`src/rtl/i2c_se_pkg.sv`:
```
package i2c_se_pkg;
    localparam int BYTE_W = 8;
    localparam int CNT_W  = 4;

    localparam logic [1:0] ADDR_DATA = 2'd0;
    localparam logic [1:0] ADDR_CTRL = 2'd1;
    localparam logic [1:0] ADDR_STAT = 2'd2;

    typedef struct packed {
        logic ss_ie;       // bit 3
        logic cnt_ie;      // bit 2
        logic one_bit;     // bit 1
        logic stretch_en;  // bit 0
    } ctrl_t;

    typedef struct packed {
        logic [BYTE_W-1:0] sr;
        logic [CNT_W-1:0]  cnt;
        logic              sda_rel;
        logic              cnt_f;
        logic              start_f;
        logic              stop_f;
        ctrl_t             ctrl;
    } eng_t;
endpackage

```
`src/rtl/i2c_se_sync.sv`:
```
module i2c_se_sync #(
    parameter int W      = 2,
    parameter int STAGES = 2
) (
    input  logic         clk,
    input  logic         rst_n,
    input  logic [W-1:0] din,
    output logic [W-1:0] lvl,
    output logic [W-1:0] prev
);
    // stages 0..STAGES-1 synchronize, stage STAGES keeps the previous level
    logic [STAGES:0][W-1:0] stg_q;

    always_ff @(posedge clk or negedge rst_n) begin
        if (!rst_n) stg_q <= '1;
        else        stg_q <= {stg_q[STAGES-1:0], din};
    end

    assign lvl  = stg_q[STAGES-1];
    assign prev = stg_q[STAGES];
endmodule

```
`src/rtl/i2c_se_cond.sv`:
```
module i2c_se_cond (
    input  logic scl_lvl,
    input  logic scl_prev,
    input  logic sda_lvl,
    input  logic sda_prev,
    output logic scl_rise,
    output logic scl_fall,
    output logic start_det,
    output logic stop_det
);
    logic scl_steady_hi;

    assign scl_steady_hi = scl_lvl & scl_prev;
    assign scl_rise      = scl_lvl & ~scl_prev;
    assign scl_fall      = ~scl_lvl & scl_prev;
    assign start_det     = scl_steady_hi & sda_prev & ~sda_lvl;
    assign stop_det      = scl_steady_hi & ~sda_prev & sda_lvl;
endmodule

```
`src/rtl/i2c_shift_engine.sv`:
```
module i2c_shift_engine
    import i2c_se_pkg::*;
#(
    parameter int SYNC_STAGES = 2
) (
    input  logic              clk,
    input  logic              rst_n,
    input  logic              scl_i,
    input  logic              sda_i,
    output logic              scl_oe_n,
    output logic              sda_oe_n,
    input  logic [1:0]        reg_addr,
    input  logic              reg_wr,
    input  logic              reg_rd,
    input  logic [BYTE_W-1:0] reg_wdata,
    output logic [BYTE_W-1:0] reg_rdata,
    output logic              irq_cnt,
    output logic              irq_ss
);
    localparam logic [CNT_W-1:0] CNT_BYTE = CNT_W'(BYTE_W);
    localparam logic [CNT_W-1:0] CNT_ONE  = CNT_W'(1);
    localparam logic [CNT_W-1:0] CNT_MAX  = '1;

    eng_t st_d, st_q;

    logic [1:0] bus_lvl, bus_prev;
    logic scl_s, scl_p, sda_s, sda_p;
    logic scl_rise, scl_fall, start_det, stop_det;
    logic data_wr, data_rd, data_acc, ctrl_wr, stat_wr;
    logic [CNT_W-1:0] thr, cnt_inc;

    i2c_se_sync #(.W(2), .STAGES(SYNC_STAGES)) u_sync (
        .clk  (clk),
        .rst_n(rst_n),
        .din  ({scl_i, sda_i}),
        .lvl  (bus_lvl),
        .prev (bus_prev)
    );

    assign {scl_s, sda_s} = bus_lvl;
    assign {scl_p, sda_p} = bus_prev;

    i2c_se_cond u_cond (
        .scl_lvl  (scl_s),
        .scl_prev (scl_p),
        .sda_lvl  (sda_s),
        .sda_prev (sda_p),
        .scl_rise (scl_rise),
        .scl_fall (scl_fall),
        .start_det(start_det),
        .stop_det (stop_det)
    );

    assign data_wr  = reg_wr && (reg_addr == ADDR_DATA);
    assign data_rd  = reg_rd && (reg_addr == ADDR_DATA);
    assign data_acc = data_wr | data_rd;
    assign ctrl_wr  = reg_wr && (reg_addr == ADDR_CTRL);
    assign stat_wr  = reg_wr && (reg_addr == ADDR_STAT);
    assign thr      = st_q.ctrl.one_bit ? CNT_ONE : CNT_BYTE;
    assign cnt_inc  = (st_q.cnt == CNT_MAX) ? st_q.cnt : st_q.cnt + CNT_ONE;

    always_comb begin
        st_d = st_q;
        // software clear of flags first, so a same-cycle event wins
        if (stat_wr) begin
            if (reg_wdata[0]) st_d.start_f = 1'b0;
            if (reg_wdata[1]) st_d.stop_f  = 1'b0;
            if (reg_wdata[2]) st_d.cnt_f   = 1'b0;
        end
        if (ctrl_wr) st_d.ctrl = ctrl_t'(reg_wdata[3:0]);
        if (scl_rise) st_d.sr = {st_q.sr[BYTE_W-2:0], sda_s};
        if (scl_fall) begin
            st_d.cnt     = cnt_inc;
            st_d.cnt_f   = (cnt_inc == thr);
            st_d.sda_rel = (cnt_inc >= CNT_BYTE) | st_q.sr[BYTE_W-1];
        end
        if (start_det | stop_det) st_d.cnt = '0;
        if (start_det) st_d.start_f = 1'b1;
        if (stop_det)  st_d.stop_f  = 1'b1;
        if (data_acc) begin
            st_d.cnt   = '0;
            st_d.cnt_f = 1'b0;
        end
        if (data_wr) begin
            st_d.sr      = reg_wdata;
            st_d.sda_rel = reg_wdata[BYTE_W-1];
        end
    end

    always_ff @(posedge clk or negedge rst_n) begin
        if (!rst_n) begin
            st_q         <= '0;
            st_q.sr      <= '1;
            st_q.sda_rel <= 1'b1;
        end else begin
            st_q <= st_d;
        end
    end

    assign sda_oe_n = st_q.sda_rel;
    assign scl_oe_n = ~(st_q.ctrl.stretch_en & st_q.cnt_f & ~st_q.ctrl.one_bit);
    assign irq_cnt  = st_q.cnt_f & st_q.ctrl.cnt_ie;
    assign irq_ss   = (st_q.start_f | st_q.stop_f) & st_q.ctrl.ss_ie;

    always_comb begin
        case (reg_addr)
            ADDR_DATA: reg_rdata = st_q.sr;
            ADDR_CTRL: reg_rdata = {{(BYTE_W-4){1'b0}}, st_q.ctrl};
            ADDR_STAT: reg_rdata = {st_q.cnt, 1'b0, st_q.cnt_f, st_q.stop_f, st_q.start_f};
            default:   reg_rdata = '0;
        endcase
    end

    // SDA may only move on a write or after a falling SCL edge
    p_sda_hold_r8: assert property (@(posedge clk) disable iff (!rst_n)
        (scl_s && scl_p && !data_wr) |=> $stable(sda_oe_n));

    // any data access leaves the count at zero
    p_cnt_clear_r3: assert property (@(posedge clk) disable iff (!rst_n)
        data_acc |=> (st_q.cnt == '0));

    // the bit-count flag only rises after a falling SCL edge
    p_flag_src_r4: assert property (@(posedge clk) disable iff (!rst_n)
        $rose(st_q.cnt_f) |-> $past(scl_fall));

    // START flag only rises while SCL was high
    p_start_src_r11: assert property (@(posedge clk) disable iff (!rst_n)
        $rose(st_q.start_f) |-> $past(scl_s && scl_p));

    // a data write always releases a stretched clock
    p_stretch_rel_r6: assert property (@(posedge clk) disable iff (!rst_n)
        data_wr |=> scl_oe_n);
endmodule

```
`config.mk`:
```
export PLATFORM = sky130hd
export DESIGN_NAME = i2c_shift_engine
export DESIGN_NICKNAME = d
export VERILOG_FILES = /design/src/rtl/i2c_se_pkg.sv /design/src/rtl/i2c_se_sync.sv /design/src/rtl/i2c_se_cond.sv /design/src/rtl/i2c_shift_engine.sv
export SDC_FILE = /design/constraint.sdc
export NUM_CORES = 1
export LEC_CHECK = 0
export BUFFER_PORTS_ARGS = -buffer_cell sky130_fd_sc_hd__buf_2
export CAP_MARGIN = 20
export CORE_MARGIN = 2
export CORE_UTILIZATION = 37
export DETAILED_ROUTE_END_ITERATION = 10
export GPL_TIMING_DRIVEN = 0
export SLEW_MARGIN = 20
export SYNTH_ARGS = -nofsm -noshare
export SYNTH_HDL_FRONTEND = slang
export SYNTH_SLANG_ARGS = --single-unit
```
`constraint.sdc`:
```
create_clock -name clk -period 1.9 [get_ports clk]
set_input_delay 0.38 -clock clk [delete_from_list [all_inputs] [get_ports clk]]
set_output_delay 0.38 -clock clk [all_outputs]
set_load 0.03 [all_outputs]
```
==> impl_metrics.csv <==
group,metric,value,unit
clock_tree,htreeDepth,1,
layout,drive_above_1_share,0.354,
timing,layout_min_cycle_time,1.64,ns
synth,synth-compound-area-share,0.151,
floorplanning,die_area,0.00430,mm2
placed_design,pre_cts_ws,0.299,ns
placed_design,routabilityCongestion,0.917,
synth,synth_xor_area_frac,0.00625,
global_routing,met2_usage,0.245,
clock_tree,cts-resized-gates,0,
floorplanning,die-width,65.5,um
timing,max_freq,609,MHz
clock_tree,root_buffer,"clkbuf_8",
global_routing,grt_use_met3,0.0274,
clock_tree,clockBufferDepth,2,
floorplanning,initial_utilization,0.383,
floorplanning,io_pins,28,
critical_path,critPathArrivalTime,1.26,ns
drt,vias_per_cell,5.23,
timing,finalSetupViolCount,0,
global_routing,grt_max_degree,27,
global_routing,grt_pass1_vias,1144,
placed_design,io_buffers,27,
timing,slew_headroom,0.623,
pwr,p_leak,0.746,nW
placed_design,dp_hpwl,2330,um
synth,synth_fa_ha_area_frac,0.00893,
global_routing,grt_use_total,0.155,
timing,hold_slack,0.0903,ns
clock_tree,clock_latency,0.27,ns
floorplanning,die_y,65.5,um
layout,utilization,0.456,
timing,max_slew.worst_pin.slew,0.566,ns
synth,syn_inst,127,
synth,synth_edf_count,0,
clock_tree,ctsHoldBuffers,0,
global_routing,antenna_found_initial,0,
synth,synth.mux.area_fraction,0.161,
status,status,"complete, no violations",
global_routing,grt_pass1_wl,5060,um
pwr,power_density,957,mW/mm2
layout,instances_no_fill,206,
layout,fin_nets,176,
synth,yosys.area_share.simple,0.165,
timing,setup_tns,0,ns
drt,drtAntennaViolNets,0,
layout,diodes,0,
global_routing,grt_most_used_layer,"met2",
synth,synth_cell_types,41,
drt,first_iter_violations,33,
pwr,ir_drop,0.452,mV
floorplanning,coreArea,0.00366,mm2
clock_tree,clock-sinks,26,
synth,syn_nets,144,
layout,syn2layout_area_growth,19.0,%
drt,vias,1077,
synth,syn_area,0.00140,mm2
critical_path,critPathRequiredTime,1.52,ns
timing,finClkSkew,0.00523,ns
synth,ys_ff_latch,26,
global_routing,grt_overflow,0,
synth,syn_area_per_cell,11.0,um2
timing,setup_ws,0.259,ns
global_routing,grtUsageMet1,0.214,
drt,drc,0,
run,maxCapViolations,0,
critical_path,setup.worst_path.class,"flop to output port",
synth,async_flop_share,1.00,
timing,rsz0062_at_grt,"false",
placed_design,dpl_cell_area,0.00160,mm2
placed_design,place_inst,202,
timing,period_share,0.864,
floorplanning,num_rows,22,
drt,drt-pass1-iter-count,4,
critical_path,crit_fanout,3,
clock_tree,postCtsSetupRepairBufs,0,
clock_tree,path_clk_slew,0.09,ns
critical_path,crit_path_start_kind,"flop",
synth,synth-seq-area-share,0.478,
timing,slew_violations,0,
synth,yosysWarningCount,0,
drt,postRouteWirelength,3010,um
timing,hold_violations,0,
clock_tree,cts-buffers-inserted,3,
layout,final_area,0.00167,mm2
critical_path,endpoint_kind,"output port",
pwr,fin_total_pwr,1.60,mW
clock_tree,cts_tree,"built",
synth,ys.flop_type,"dfstp_2",
drt,wire_per_inst,14.6,um
hold_path,hp-class,"input pin to asynchronous set/reset pin",
synth,synth_top_family_by_area,"simple AND/OR/NAND/NOR gates",
==> sequential cells by signal (all words and copies together) (netlist names) <==
signal        flops
sda_oe_n          1
st_q             19
u_sync.lvl        2
u_sync.prev       2
u_sync.stg_q      2
==> layout by cell type, fill, tap and decap left out, drive strengths merged, types with 2 or more instances in the layout <==
master / n
nor3: 2
nor2b: 2
and2b: 2
nor3b: 2
o21ai: 13
nand2b: 2
a32o: 3
inv: 2
o31a: 2
dfrtp: 11
nand3b: 2
o22ai: 2
buf: 31
dfstp: 15
nand3: 4
nand2: 13
nor2: 8
clkbuf: 3
a21oi: 3
mux2: 4
mux2i: 18
==> worst max-delay path, cell delays in order, from the launching register on <==
cell and delay (ns):
dfstp_2 0.55, mux2i_1 0.06, o21ai_1 0.15, buf_2 0.22
==> power by group <==
part	switching, mW	internal [mW]	total, mW
Clock	0.176	0.282	0.458
Combinational	0.218	0.157	0.375
Sequential	0.0816	0.682	0.763
==> synthesized netlist by cell type, types with 2 or more instances <==
| library cell | n | area [um2] |
|---|---|---|
| nor2_1 | 6 | 22.5 |
| o31a_1 | 2 | 17.5 |
| a32o_1 | 3 | 30.0 |
| dfstp_2 | 15 | 394 |
| buf_6 | 2 | 22.5 |
| o22ai_1 | 2 | 12.5 |
| mux2_1 | 4 | 45.0 |
| nor2b_1 | 2 | 12.5 |
| nand2b_1 | 2 | 12.5 |
| nor3_1 | 2 | 10.0 |
| dfrtp_1 | 11 | 275 |
| o21ai_1 | 11 | 55.1 |
| mux2i_1 | 18 | 180 |
| o21ai_0 | 2 | 10.0 |
| nand3_1 | 4 | 20.0 |
| and2b_1 | 2 | 15.0 |
| a21oi_1 | 3 | 15.0 |
| nand2_1 | 13 | 48.8 |
==> routing by layer <==
metal  wire length, um  part of all wire  vias up
met5                 0                 0        -
li1                  -                 -      524
met3               122             0.041        5
met2              1370              0.46       27
met1              1470              0.49      521
met4                44             0.015        0
==> final timing paths <==
| kind | endpoint | cells past startpoint | slack (ns) | startpoint |
|---|---|---|---|---|
| max | reg_rdata[1] | 3 | 0.26 | st_q[13] |
| min | st_q[2] | 1 | 0.09 | rst_n |
| max reg2reg | st_q[6] | 5 | 0.33 | st_q[9] |
| min reg2reg | u_sync.lvl[0] | 0 | 0.36 | u_sync.stg_q[0] |
| max in group asynchronous | u_sync.prev[1] | 1 | 1.43 | rst_n |
| min in group clk | u_sync.stg_q[1] | 1 | 0.20 | scl_i |
==> final cells by class <==
cell class | instances | area, um2
Inverter | 2 | 7.51
Buffer | 4 | 35.0
Fill cell | 349 | 1990
Multi-Input combinational cell | 95 | 689
Clock inverter | 1 | 30.0
Sequential cell | 26 | 669
Clock buffer | 3 | 41.3
Tap cell | 48 | 60.1
Timing Repair Buffer | 27 | 135
==> cells by family after synthesis <==
| kind of cell | after synthesis |
|---|---|
| AOI/OAI and AO/OA | 31 |
| xor gates and xnor gates | 1 |
| adders and majority gates | 1 |
| buffers and inverters | 6 |
| DFF | 26 |
| muxes | 22 |
| and+or+nand+nor | 40 |
No activity file was read; power rests on OpenSTA's default activity.
